**config.mk**
```make
export PLATFORM = sky130hd
export DESIGN_NAME = fuse_seq_top
export DESIGN_NICKNAME = d
export VERILOG_FILES = /design/src/rtl/fuse_seq_pkg.sv /design/src/rtl/fuse_seq_cmd.sv /design/src/rtl/fuse_seq_port.sv /design/src/rtl/fuse_seq_regs.sv /design/src/rtl/fuse_seq_top.sv
export SDC_FILE = /design/constraint.sdc
export NUM_CORES = 1
export LEC_CHECK = 0
export ABC_AREA = 0
export CORE_MARGIN = 2
export CORE_UTILIZATION = 30
export DETAILED_ROUTE_END_ITERATION = 16
export RECOVER_POWER = 25
export REMOVE_ABC_BUFFERS = 1
export SETUP_SLACK_MARGIN = 0.4
export SYNTH_ARGS = -nofsm -noshare
export SYNTH_HDL_FRONTEND = slang
export SYNTH_SLANG_ARGS = --single-unit
export TNS_END_PERCENT = 1
```
**constraint.sdc**
```tcl
create_clock -name clk -period 1.8 [get_ports clk]
set_input_delay 0.36 -clock clk [delete_from_list [all_inputs] [get_ports clk]]
set_output_delay 0.36 -clock clk [all_outputs]
set_load 0.005 [all_outputs]
```
**src/rtl/fuse_seq_pkg.sv**
```systemverilog
// Package: shared codes, register offsets and sequencer states for the fuse
// command sequencer. Assumes a 32-bit register bus.
package fuse_seq_pkg;
    localparam int          BUS_W    = 32;
    localparam logic [31:0] KEY_OPEN = 32'h4E45504F;
    localparam logic [31:0] CODE_RD  = 32'h44414552;
    localparam logic [31:0] CODE_PG  = 32'h574F4C42;

    localparam int OFS_KEY  = 0;
    localparam int OFS_ADDR = 1;
    localparam int OFS_DATA = 2;
    localparam int OFS_CMD  = 3;
    localparam int OFS_FLAG = 4;

    localparam int FB_RD   = 0;
    localparam int FB_WR   = 1;
    localparam int FB_ERR  = 2;
    localparam int FB_BUSY = 3;

    typedef enum logic [1:0] {
        ST_IDLE = 2'd0,
        ST_READ = 2'd1,
        ST_PROG = 2'd2
    } seq_state_e;
endpackage

```
**src/rtl/fuse_seq_cmd.sv**
```systemverilog
// Command decoder and unlock tracker. Decides whether a command write
// starts a read, starts a burn or is rejected, and keeps the one-shot
// unlock state. Assumes cmd_wr is only meaningful while the sequencer is idle.
module fuse_seq_cmd
    import fuse_seq_pkg::*;
(
    input  logic             clk,
    input  logic             rst_n,
    input  logic             key_wr,
    input  logic             cmd_wr,
    input  logic [BUS_W-1:0] wval,
    input  logic             idle,
    input  logic             addr_ok,
    output logic             start_rd,
    output logic             start_pg,
    output logic             reject,
    output logic             unlocked
);
    logic cmd_go;
    logic is_rd;
    logic is_pg;

    // Classify the written command word.
    always_comb begin
        cmd_go   = cmd_wr && idle;
        is_rd    = (wval == CODE_RD);
        is_pg    = (wval == CODE_PG);
        start_rd = cmd_go && is_rd && addr_ok;
        start_pg = cmd_go && is_pg && unlocked && addr_ok;
        reject   = cmd_go && ((is_pg && !unlocked) || ((is_rd || is_pg) && !addr_ok));
    end

    // Track the unlock key; consumed by every accepted command except a read.
    always_ff @(posedge clk) begin
        if (!rst_n) begin
            unlocked <= 1'b0;
        end else if (key_wr) begin
            unlocked <= (wval == KEY_OPEN);
        end else if (cmd_go && !is_rd) begin
            unlocked <= 1'b0;
        end
    end
endmodule

```
**src/rtl/fuse_seq_port.sv**
```systemverilog
// Fuse-macro port sequencer. Latches address and data at start, holds a
// single strobe until the macro reports ready, then returns to idle.
// Assumes start_rd and start_pg never arrive together and only while idle.
module fuse_seq_port
    import fuse_seq_pkg::*;
#(
    parameter int FA_W = 6
) (
    input  logic             clk,
    input  logic             rst_n,
    input  logic             start_rd,
    input  logic             start_pg,
    input  logic [FA_W-1:0]  addr_in,
    input  logic [BUS_W-1:0] data_in,
    input  logic             fz_ready,
    output logic [FA_W-1:0]  fz_addr,
    output logic [BUS_W-1:0] fz_wdata,
    output logic             fz_read,
    output logic             fz_prog,
    output logic             idle,
    output logic             rd_done,
    output logic             wr_done
);
    seq_state_e state;

    // Advance the operation state and latch the operands at start.
    always_ff @(posedge clk) begin
        if (!rst_n) begin
            state    <= ST_IDLE;
            fz_addr  <= '0;
            fz_wdata <= '0;
        end else begin
            case (state)
                ST_IDLE: begin
                    if (start_rd || start_pg) begin
                        fz_addr  <= addr_in;
                        fz_wdata <= data_in;
                        state    <= start_rd ? ST_READ : ST_PROG;
                    end
                end
                ST_READ, ST_PROG: begin
                    if (fz_ready) begin
                        state <= ST_IDLE;
                    end
                end
                default: state <= ST_IDLE;
            endcase
        end
    end

    // Decode strobes and completion pulses from the state.
    always_comb begin
        fz_read = (state == ST_READ);
        fz_prog = (state == ST_PROG);
        idle    = (state == ST_IDLE);
        rd_done = fz_read && fz_ready;
        wr_done = fz_prog && fz_ready;
    end
endmodule

```
**src/rtl/fuse_seq_regs.sv**
```systemverilog
// Register file: address and data registers, write-one-to-clear flags and
// the read-back multiplexer. Assumes the data register is reloaded from the
// macro on read completion, which only happens while busy.
module fuse_seq_regs
    import fuse_seq_pkg::*;
#(
    parameter int OFS_W      = 3,
    parameter int ADDR_REG_W = 16
) (
    input  logic                  clk,
    input  logic                  rst_n,
    input  logic                  reg_wr,
    input  logic [OFS_W-1:0]      reg_ofs,
    input  logic [BUS_W-1:0]      reg_wdata,
    input  logic                  idle,
    input  logic                  unlocked,
    input  logic                  rd_done,
    input  logic                  wr_done,
    input  logic                  reject,
    input  logic [BUS_W-1:0]      rd_word,
    output logic [ADDR_REG_W-1:0] addr_q,
    output logic [BUS_W-1:0]      data_q,
    output logic                  flag_rd,
    output logic                  flag_wr,
    output logic                  flag_err,
    output logic [BUS_W-1:0]      reg_rdata
);
    logic wr_addr;
    logic wr_data;
    logic wr_flag;

    // Decode writes; operand registers are writable only while idle.
    always_comb begin
        wr_addr = reg_wr && idle && (reg_ofs == OFS_W'(OFS_ADDR));
        wr_data = reg_wr && idle && (reg_ofs == OFS_W'(OFS_DATA));
        wr_flag = reg_wr && (reg_ofs == OFS_W'(OFS_FLAG));
    end

    // Hold the word address and the data word.
    always_ff @(posedge clk) begin
        if (!rst_n) begin
            addr_q <= '0;
            data_q <= '0;
        end else begin
            if (wr_addr) addr_q <= reg_wdata[ADDR_REG_W-1:0];
            if (rd_done) data_q <= rd_word;
            else if (wr_data) data_q <= reg_wdata;
        end
    end

    // Done and error flags: hardware set wins over a write-one clear.
    always_ff @(posedge clk) begin
        if (!rst_n) begin
            flag_rd  <= 1'b0;
            flag_wr  <= 1'b0;
            flag_err <= 1'b0;
        end else begin
            if (rd_done) flag_rd <= 1'b1;
            else if (wr_flag && reg_wdata[FB_RD]) flag_rd <= 1'b0;
            if (wr_done) flag_wr <= 1'b1;
            else if (wr_flag && reg_wdata[FB_WR]) flag_wr <= 1'b0;
            if (reject) flag_err <= 1'b1;
            else if (wr_flag && reg_wdata[FB_ERR]) flag_err <= 1'b0;
        end
    end

    // Read-back multiplexer; the command offset reads as zero.
    always_comb begin
        reg_rdata = '0;
        case (reg_ofs)
            OFS_W'(OFS_KEY):  reg_rdata[0] = unlocked;
            OFS_W'(OFS_ADDR): reg_rdata[ADDR_REG_W-1:0] = addr_q;
            OFS_W'(OFS_DATA): reg_rdata = data_q;
            OFS_W'(OFS_FLAG): begin
                reg_rdata[FB_RD]   = flag_rd;
                reg_rdata[FB_WR]   = flag_wr;
                reg_rdata[FB_ERR]  = flag_err;
                reg_rdata[FB_BUSY] = !idle;
            end
            default: reg_rdata = '0;
        endcase
    end
endmodule

```
**src/rtl/fuse_seq_top.sv**
```systemverilog
// Top of the fuse command sequencer: register window, command decoder and
// fuse-macro port. Assumes one register write per cycle and a macro that
// raises ready for exactly one cycle per strobe.
module fuse_seq_top
    import fuse_seq_pkg::*;
#(
    parameter int NWORDS     = 64,
    parameter int OFS_W      = 3,
    parameter int ADDR_REG_W = 16,
    localparam int FA_W      = (NWORDS > 1) ? $clog2(NWORDS) : 1
) (
    input  logic              clk,
    input  logic              rst_n,
    input  logic              reg_wr,
    input  logic [OFS_W-1:0]  reg_ofs,
    input  logic [31:0]       reg_wdata,
    output logic [31:0]       reg_rdata,
    output logic [FA_W-1:0]   fz_addr,
    output logic [31:0]       fz_wdata,
    output logic              fz_read,
    output logic              fz_prog,
    input  logic              fz_ready,
    input  logic [31:0]       fz_rdata
);
    localparam logic [ADDR_REG_W-1:0] ADDR_LIM = ADDR_REG_W'(NWORDS);

    logic [ADDR_REG_W-1:0] addr_q;
    logic [BUS_W-1:0]      data_q;
    logic seq_idle, unlocked, addr_ok;
    logic start_rd, start_pg, reject;
    logic rd_done, wr_done;
    logic flag_rd, flag_wr, flag_err;
    logic key_wr, cmd_wr;

    // Route bus writes to the key and command decoders; check the address.
    always_comb begin
        key_wr  = reg_wr && (reg_ofs == OFS_W'(OFS_KEY));
        cmd_wr  = reg_wr && (reg_ofs == OFS_W'(OFS_CMD));
        addr_ok = (addr_q < ADDR_LIM);
    end

    fuse_seq_cmd u_cmd (
        .clk      (clk),
        .rst_n    (rst_n),
        .key_wr   (key_wr),
        .cmd_wr   (cmd_wr),
        .wval     (reg_wdata),
        .idle     (seq_idle),
        .addr_ok  (addr_ok),
        .start_rd (start_rd),
        .start_pg (start_pg),
        .reject   (reject),
        .unlocked (unlocked)
    );

    fuse_seq_port #(.FA_W(FA_W)) u_port (
        .clk      (clk),
        .rst_n    (rst_n),
        .start_rd (start_rd),
        .start_pg (start_pg),
        .addr_in  (addr_q[FA_W-1:0]),
        .data_in  (data_q),
        .fz_ready (fz_ready),
        .fz_addr  (fz_addr),
        .fz_wdata (fz_wdata),
        .fz_read  (fz_read),
        .fz_prog  (fz_prog),
        .idle     (seq_idle),
        .rd_done  (rd_done),
        .wr_done  (wr_done)
    );

    fuse_seq_regs #(.OFS_W(OFS_W), .ADDR_REG_W(ADDR_REG_W)) u_regs (
        .clk       (clk),
        .rst_n     (rst_n),
        .reg_wr    (reg_wr),
        .reg_ofs   (reg_ofs),
        .reg_wdata (reg_wdata),
        .idle      (seq_idle),
        .unlocked  (unlocked),
        .rd_done   (rd_done),
        .wr_done   (wr_done),
        .reject    (reject),
        .rd_word   (fz_rdata),
        .addr_q    (addr_q),
        .data_q    (data_q),
        .flag_rd   (flag_rd),
        .flag_wr   (flag_wr),
        .flag_err  (flag_err),
        .reg_rdata (reg_rdata)
    );
endmodule

```
# Word-level counts from Yosys, hierarchy flattened
# Cells that the tools add are included.
word_totals:
  register_bits: 92
  wordCells: 77
classes:
  order_cmp: 1
  reduce_logical: 38
  muxes: 18
  eq_ne: 11
ops:
  columns: ["op", "count"]
  rows:
  - ["== test 32 x 31 -> 1 bit (second input constant)", 3]
  - ["2-to-1 mux 32 bit", 2]
  - ["one-hot mux 12 bit (2 select lines)", 1]
  - ["logical AND 1 bit", 21]
  - ["< comparator 16 x 7 -> 1 bit (second input constant)", 1]
  - ["2-to-1 mux 16 bit", 1]
  - ["nonzero test 2 bit", 5]
  - ["one-hot mux 3 bit (3 select lines)", 1]
  - ["2-to-1 mux 1 bit", 8]
  - ["== test 3 x 2 -> 1 bit (second input constant)", 2]
  - ["2-to-1 mux 2 bit", 3]
  - ["zero test 1 bit", 4]
  - ["one-hot mux 1 bit (4 select lines)", 1]
  - ["one-hot mux 2 bit (2 select lines)", 1]
  - ["AND reduction 2 bit", 2]
  - ["== test 3 x 1 -> 1 bit (second input constant)", 1]
  - ["== test 3 bit (second input constant)", 1]
  - ["zero test 3 bit", 1]
  - ["logical OR 1 bit", 3]
  - ["== test 2 x 1 -> 1 bit (second input constant)", 1]
  - ["== test 2 bit (second input constant)", 1]
  - ["zero test 2 bit", 1]
  - ["inequality test 2 x 1 -> 1 bit (second input constant)", 1]
  - ["inequality test 2 bit (second input constant)", 1]
  - ["OR reduction 2 bit", 1]

# Depth between registers and ports, before layout
# Gate-level depths: netlist of the first run.
depth:
  depth_word: 9
  depth_mapped: 9
  mapped_depth_nobuf: 7

# Hierarchy
# Synthesis of the first run repeated with hierarchy kept, for this count alone.
unflattened:
  cells_unflattened: 546
  area_unflattened_um2: 4650.7
modules_own_cells:
  columns: ["module", "seq_area_each_um2", "instances", "area_each_um2", "cells_each"]
  rows:
  - ["fuse_seq_regs", 1021.0, 1, 2588.7, 320]
  - ["fuse_seq_port", 800.8, 1, 1739.2, 186]
  - ["fuse_seq_cmd", 20.0, 1, 272.8, 35]
  - ["fuse_seq_top", 0.0, 1, 50.0, 5]

# Least setup slack after synthesis of the first run
# No wires, ideal clock.
synth_timing:
  path_type: "register -> register"
  from: "register u_port.state[0]"
  to: "register u_port.fz_wdata[10]"
  path_slack_ns: -0.126
  required_ns: 1.668
  stages_incl_launch_ff: 10
  arrival_time_ns: 1.794
  path_buffers: 3
  setup_ns: 0.132
  cell_sequence: "dfxtp_1 > inv_1 > ha_1 > clkbuf_1 > nand4_1 > or3_4 > buf_6 > buf_8 > o21ai_1 > a21oi_1"
synth_between:
  elab_chain_len: 7
synth_rtl:
  columns: ["element", "line", "text"]
  rows:
  - ["start, declared", "fuse_seq_port.sv:24", "seq_state_e state;"]
  - ["start signal, assigned", "fuse_seq_port.sv:38", "state <= start_rd ? ST_READ : ST_PROG;"]
  - ["zero test 2 bit *", "fuse_seq_port.sv:33, fuse_seq_port.sv:55", null]
  - ["logical AND 1 bit", "fuse_seq_cmd.sv:25", "cmd_go = cmd_wr && idle;"]
  - ["logical AND 1 bit (3 in a row)", "fuse_seq_cmd.sv:29", "start_pg = cmd_go && is_pg && unlocked && addr_ok;"]
  - ["logical OR 1 bit", "fuse_seq_port.sv:35", "if (start_rd || start_pg) begin"]
  - ["AND reduction 2 bit (no line) *", null, null]
  - ["end signal, assigned", "fuse_seq_port.sv:37", "fz_wdata <= data_in;"]
  - ["end, declared", "fuse_seq_port.sv:17", "output logic [BUS_W-1:0] fz_wdata,"]
# Every way passes the cells marked *; elsewhere a longest branch is shown, timed or not.
# A chain may end at the register's enable or synchronous reset.

# Worst setup path in the final report of the first run
layout_timing:
  from: "input port reg_wdata[25]"
  to: "register u_port.fz_wdata[22]"
layout_between:
  elab_chain_len: 6
layout_rtl:
  columns: ["element", "line", "text"]
  rows:
  - ["start, declared", "fuse_seq_top.sv:16", "input logic [31:0] reg_wdata,"]
  - ["== test 32 x 31 -> 1 bit", "fuse_seq_cmd.sv:27", "is_pg = (wval == CODE_PG);"]
  - ["logical AND 1 bit (3 in a row)", "fuse_seq_cmd.sv:29", null]
  - ["logical OR 1 bit *", "fuse_seq_port.sv:35", null]
  - ["AND reduction 2 bit (no line) *", null, null]
# Marks and branches as above.

==> results of run 1 <==
==> report_power, final <==
part / leakage, nW / internal (W) / total [W] / switching (W)
logic: 2.08 / 0.000279 / 0.000496 / 0.000217
clock network: 0.162 / 0.00139 / 0.00220 / 0.000811
registers: 0.744 / 0.00206 / 0.00208 / 0.0000179
==> final cells by class <==
class	instances	area, um^2	share of cell area [%]
well taps	180	225.2	3.017
flip-flops and latches	92	1846	24.72
clock inverters	4	97.59	1.307
multi-input cells	408	2534	33.94
clock buffers	11	242.7	3.252
inverters	4	15.01	0.2011
repair buffers	248	2505	33.56
==> cells in the mapped netlist (all sizes together), types with 2 or more instances <==
| cell type | n |
|---|---|
| a21oi | 58 |
| a22o | 12 |
| a22oi | 3 |
| a311oi | 32 |
| a32oi | 3 |
| and2 | 16 |
| and2b | 2 |
| and3 | 4 |
| and4b | 2 |
| buf | 18 |
| clkbuf | 30 |
| dfxtp | 92 |
| ha | 3 |
| inv | 4 |
| nand2 | 107 |
| nand2b | 2 |
| nand3 | 47 |
| nand4 | 3 |
| nor2 | 42 |
| nor2b | 2 |
| nor3 | 4 |
| nor3b | 2 |
| nor4 | 4 |
| nor4b | 2 |
| nor4bb | 2 |
| o21ai | 45 |
| or3 | 2 |
==> worst max-delay path, cell delays in order <==
cell	delay (ns)
dlygate4sd2_1	0.27
or4bb_4	0.59
nor3_4	0.21
buf_4	0.15
a32oi_2	0.09
buf_6	0.22
o21ai_4	0.18
a21oi_2	0.08
==> metrics by stage <==
step	instance area (um^2)	total power [W]	hold WS (ns)
4_1_cts	7338	0.004798	0.4233
3_3_place_gp	6510	0.002561	0.4495
6_report	7465	0.004771	0.4375
3_5_place_dp	6510	0.002563	0.4500
5_1_grt	7465	0.004923	0.4486
2_1_floorplan	4089	0.002219	0.4360
==> how the worst min path moves through the flow <==
stage                              endpoint  cells after the start  slack [ns]
after detailed placement     u_regs.flag_rd                      2        0.45
after global routing      u_regs.data_q[26]                      3        0.45
final                      u_regs.addr_q[6]                      3        0.44
after global placement       u_regs.flag_rd                      2        0.45
after floorplan              u_regs.flag_rd                      2        0.44
after CTS                 u_regs.data_q[16]                      3        0.42
==> flip-flops by register name, indices dropped and copies added, names as in the netlist <==
register and flops:
u_regs.addr_q 16, u_port.fz_wdata 32, u_port.state 2, u_regs.flag_wr 1
u_regs.flag_err 1, u_cmd.unlocked 1, u_regs.flag_rd 1, u_regs.data_q 32
u_port.fz_addr 6
==> cell usage in the layout (no fill, tap or decap), types with 3 or more instances in the layout <==
cell type / count
nand2_1: 106
dfxtp_1: 89
buf_4: 63
a21oi_1: 56
dlygate4sd2_1: 55
nand3_1: 45
clkdlybuf4s50_1: 43
nor2_1: 39
a311oi_1: 31
o21ai_2: 25
buf_6: 25
o21ai_1: 18
buf_12: 17
buf_2: 16
a22o_1: 12
clkbuf_16: 9
clkbuf_2: 9
and2_1: 8
and2_4: 8
buf_16: 7
clkdlybuf4s25_1: 7
inv_2: 3
a22oi_1: 3
nor4_1: 3
bufinv_16: 3
dfxtp_2: 3
==> logic make-up (layout without fill, tap and decap cells) <==
group                    after synthesis  after routing  synth area share [%]
AO/OA/AOI/OAI                        157            157                 23.07
adder cells (fa/ha/maj)                3              3                0.8674
buffers and inverters                 52            267                 5.868
flip-flops                            92             92                 42.56
multiplexers                           1              1                0.2313
AND/OR/NAND/NOR                      247            247                 27.41
==> routing by layer <==
metal  part of all wire, %  routed length [um]  vias to the layer above  GRT usage, %
li1                      -                   -                     2405             -
met1                    44                7706                     2369         30.49
met2                    47                8340                      181         38.25
met3                   7.1                1256                       24         4.487
met4                   1.7                 292                        0         7.514
met5                     0                   0                        -             0
==> timing repair <==
action                                  in CTS  in global routing
buffers inserted                            16                  0
endpoints found under the setup margin     162                135
gates resized for setup                    257                 87
pin swaps                                   40                 31
cloned                                       9                  0
==> summary.md, run 1 <==
| Metric | Value |
|---|---|
| Synth async-reset ratio | 0% |
| Critical path class | primary input to register |
| Max-cap viol count | 0 |
| Final Cycle Share | 107.2% |
| FF-to-FF Start | u_regs.addr_q[6] |
| Initial Util | roughly 31% |
| Via density | approximately 5.3 |
| Core area | approximately 14000 um^2 |
| Sequential share of the synthesized area | a little over two fifths |
| Warnings, synthesis | 0 |
| Startpoint Class | primary input |
| PortBufs | between 100 and 150 |
| R2R Setup Slk | -0.13 ns |
| Failing checks | negative setup slack |
| Fillcell total | approximately 1300 |
| Final Hold Viols | 0 |
| H-tree Lvls | 3 |
| Drt wl/cell | 18.58 um |
| Die width | 124.1 um |
| Via count | roughly 5000 |
| Tot GR Track Use | about 23% |
| DP Wirelength | about 11 mm |
| Layout cells sized above 1 | around 30% |
| GPL Wtd Cong | approximately 0.87 |
| ANT cells | 0 |
| Fmax achieved | 518.4 MHz |
| Max VDD drop | between 0.3 and 0.4 mV |
| Setup_tns | -3.930 ns |
| Min-delay src | reg_wdata[6] |
| Synthesized area | ~4300 um^2 |
| RR Endpoint | u_port.fz_wdata[28] |
| CP arrival | 2.15 ns |
| Critical path endpoint category | register |
| Status | finished, violations left |
| Crit Path Max Fanout | 15 |
| Pre-Repair DR Iteration Count | 7 |
| Top FF cell, synth | dfxtp_1 |
| Netlist cell types | 47 |
| FP Rows | 43 |
| FF-to-FF path depth | 8 |
| Setup violators final | 49 |
| First-pass GRT wire length | between 20 and 30 mm |
| Post-synth EDFFs | 0 |
| DRC | 0 |
| CP startpoint | reg_wdata[25] |
| Reg clk slew, reported paths | ~0.070 ns |
| Largest net degree at the start of global routing | between 50 and 60 |
| Clock buffer depth | 2 |
| Worst slew pin tran | approximately 0.50 ns |
| Hold Crit Class | primary input to register |
| DRT iter0 DRCs | about 380 |
| Remaining antenna violation count | 0 |
| CTS tree | built |
| GR Overflow Total | 0 |
| Crit path to | u_port.fz_wdata[22] |
| Die Area | ~15000 um^2 |
| RSZ-0062 raised after global routing | yes |
| Clock Sinks | just over 90 |
| Initial antenna violation count | 0 |
| IO Pins | 143 |
| Die Y | between 100 and 150 um |
| Dpl cells | approximately 900 |
| Root Driver | clkbuf_16 |
| Synth Area per Inst | approximately 8 um^2 |
| Max_slew headroom | approximately 67% |
| Total routed wirelength | 17.60 mm |
| Hold buffer count at cts | 0 |
| Final clock skew | slightly above 0.009 ns |
| Area leader, netlist | dfxtp_1 |
| Worst path required time | about 2 ns |
| Vias in the first global route | just under 5000 |
| Fin crit period | roughly 1.9 ns |
| Number of synthesized register bits | between 90 and 100 |
| Total CTS buffers | 9 |
| Post-Synthesis Cells | between 500 and 600 |
| Clk_lat worst skew | between 0.3 and 0.4 ns |
| Leakage | 2.982 nW |
| Top-area cell type share of the netlist area | a little over two fifths |
| Nets | about 840 |
| Synth top area cells | dfxtp_1 (43%), nand2_1 (9.3%), a21oi_1 (6.7%), a311oi_1 (6.5%), nand3_1 (5.4%) |
| Layout Utilization | a little over half |
| Cell Pwr Density | around 640 nW/um^2 |
| Non-Filler Instances | about 950 |
| Post-route setup slack | -0.1288 ns |
| Final Max Tran Viols | 0 |
| Worst slack, placed | -0.7167 ns |
| P&R area growth vs syn | 72.48% |
(Power assumes the default switching activity.)
==> inputs of run 2 (changes only) <==
Settings changed: CORE_UTILIZATION 30 to 40, PLACE_DENSITY set to 0.74, SLEW_MARGIN set to 10.
==> run 2 against run 1 <==
Net effect: the flow still finishes with violations (negative setup slack); clock-buffer cell count grew 2; critical path depth stayed put; hold slack worse by 0.020 ns; design area is 3.2% lower; critical path type unchanged; critical endpoint is now u_port.fz_wdata[9]; largest cell class unchanged; largest power group is now registers.
==> summary.md, run 2 (synthesis gave the netlist of run 1 again) <==
| Metric | Value |
|---|---|
| Status | finished, violations left (unchanged) |
| Failing checks | negative setup slack (unchanged) |
| DP Wirelength | 10.84 mm (was 11.22 mm) |
| Fin crit period | 1.913 ns (was 1.929 ns) |
| PortBufs | 142 (unchanged) |
| DRC | 0 (unchanged) |
| Critical path class | primary input to register (unchanged) |
| Max-cap viol count | 0 (unchanged) |
| Final clock skew | 0.01581 ns (was 0.009201 ns) |
| RSZ-0062 raised after global routing | yes (unchanged) |
| Total CTS buffers | 9 (unchanged) |
| Layout cells sized above 1 | 30.50% (was 30.12%) |
| CTS tree | built (unchanged) |
| Final Hold Viols | 0 (unchanged) |
| Critical path endpoint category | register (unchanged) |
| Pre-Repair DR Iteration Count | 5 (was 7) |
| Via count | 5304 (was 4979) |
| DR WL met3 | 1.635 mm (was 1.256 mm) |
| CP arrival | 2.19 ns (was 2.15 ns) |
| FP Rows | 37 (was 43) |
| P&R area growth vs syn | 67.04% (was 72.48%) |
| Setup violators final | 48 (was 49) |
| Reg clk slew, reported paths | 0.10 ns (was 0.07 ns) |
| First-pass GRT wire length | 28.52 mm (was 26.95 mm) |
| Worst slack, placed | -0.7343 ns (was -0.7167 ns) |
| GPL Wtd Cong | 0.9388 (was 0.8684) |
| Fillcell total | 849 (was 1265) |
| Cell Pwr Density | 579.4 nW/um^2 (was 639.1 nW/um^2) |
| Largest registers | u_port.fz_wdata (32), u_regs.data_q (32), u_regs.addr_q (16) (unchanged) |
| Met2 wire length | 8.740 mm (was 8.340 mm) |
| Tot GR Track Use | 31.56% (was 23.21%) |
| IO Pins | 143 (unchanged) |
| Remaining antenna violation count | 0 (unchanged) |
| DRT met1 WL | 7.406 mm (was 7.706 mm) |
| Die Y | 108.0 um (was 124.1 um) |
| Top routing layer used | met4 (unchanged) |
| DRT iter0 DRCs | 521 (was 378) |
| Leakage | 2.898 nW (was 2.982 nW) |
| Total power after layout | 0.004189 W (was 0.004771 W) |
| Setup_tns | -3.071 ns (was -3.930 ns) |
| Max VDD drop | 0.4792 mV (was 0.3622 mV) |
| Clock buffer depth | 2 (unchanged) |
| Die Area | 11670 um^2 (was 15400 um^2) |
| Most common library cell in the layout ignoring fill and taps | nand2_1 (unchanged) |
| Crit Path Max Fanout | 8 (was 15) |
| Clk_lat worst skew | 0.36 ns (was 0.35 ns) |
| Register Area | 1847 um^2 (was 1846 um^2) |
| Initial antenna violation count | 0 (unchanged) |
| Core area | 10420 um^2 (was 13990 um^2) |
| Final Cycle Share | 106.3% (was 107.2%) |
| Hold buffer count at cts | 0 (unchanged) |
| Startpoint Class | primary input (unchanged) |
| Die width | 108.0 um (was 124.1 um) |
| Commonest cells after routing, fill and taps aside | nand2_1 (106), dfxtp_1 (88), buf_4 (72), clkdlybuf4s50_1 (51), dlygate4sd2_1 (47) (was nand2_1 (106), dfxtp_1 (89), buf_4 (63), a21oi_1 (56), dlygate4sd2_1 (55)) |
| Worst path required time | 2.07 ns (was 2.03 ns) |
| Fmax achieved | 522.8 MHz (was 518.4 MHz) |
| Via density | 5.809 (was 5.258) |
| Multi-input gate area | 2585 um^2 (was 2534 um^2) |
| Total routed wirelength | 18.54 mm (was 17.60 mm) |
| Final Max Tran Viols | 0 (unchanged) |
| Initial Util | 41.55% (was 30.94%) |
| GR Overflow Total | 0 (unchanged) |
| Post-route setup slack | -0.1129 ns (was -0.1288 ns) |
| Hold Crit Class | primary input to register (unchanged) |
| H-tree Lvls | 3 (unchanged) |
| Nets | 846 (was 837) |
| Drt wl/cell | 20.31 um (was 18.58 um) |
| Worst slew pin tran | 0.3998 ns (was 0.4971 ns) |
| Vias in the first global route | 5290 (was 4958) |
| Largest net degree at the start of global routing | 40 (was 58) |
| ANT cells | 0 (unchanged) |
| Max_slew headroom | 73.10% (was 66.86%) |
| Root Driver | clkbuf_8 (was clkbuf_16) |
| Clock Sinks | 92 (unchanged) |
==> run 2: area by class of cell <==
| class | instances | area share [%] |
|---|---|---|
| multi-input combinational | 414 | 35.76 |
| timing repair buffer | 251 | 32.99 |
| sequential | 92 | 25.55 |
| tap | 136 | 2.354 |
| clock buffer | 13 | 2.198 |
| clock inverter | 3 | 0.9519 |
| inverter | 4 | 0.2077 |
==> run 2: repair_timing <==
action / CTS / global route
pin swaps: 72 / 5
setup buffers: 16 / 1
resized for setup: 345 / 17
gates cloned: 13 / 0
endpoints found under the hold margin: 0 / 0
setup endpoints to repair: 163 / 136
==> run 2: power breakdown <==
group,switching (W),internal [W],total (W)
clock network,0.000726,0.000864,0.00159
registers,0.0000188,0.00206,0.00207
logic,0.000238,0.000287,0.000524
==> run 2: metal layers <==
| layer | up-vias | track usage, % |
|---|---|---|
| li1 | 2426 | - |
| met1 | 2510 | 39.81 |
| met2 | 311 | 51.84 |
| met3 | 57 | 6.028 |
| met4 | 0 | 15.20 |
| met5 | - | 0 |
==> run 2: worst paths after layout <==
| path | from | endpoint | slack, ns | depth (start not counted) |
|---|---|---|---|---|
| worst max register to register | u_port.state[1] | u_port.fz_addr[2] | -0.05 | 7 |
| worst max-delay path | reg_wdata[8] | u_port.fz_wdata[9] | -0.11 | 8 |
| worst min-delay path | reg_wdata[16] | u_regs.data_q[16] | 0.42 | 3 |
| worst min register to register | u_port.fz_wdata[8] | u_port.fz_wdata[8] | 0.47 | 2 |
==> run 2: through the flow <==
step / instance area (um^2) / hold slack [ns] / cells / util, %
global placement: 6435 / 0.4434 / 867 / 61.78
CTS: 7194 / 0.3878 / 912 / 69.07
floorplan: 4089 / 0.4360 / 504 / -
finish: 7229 / 0.4177 / 913 / 69.41
global route: 7229 / 0.4127 / 913 / 69.41
detailed placement: 6435 / 0.4486 / 867 / 61.78
==> run 2: worst max-delay path, stage by stage <==
cell and delay (ns):
clkdlybuf4s15_1 0.24, or4bb_4 0.57, nor3_2 0.26, a32o_2 0.22
buf_6 0.16, buf_12 0.15, nand3_1 0.08, a21oi_1 0.14
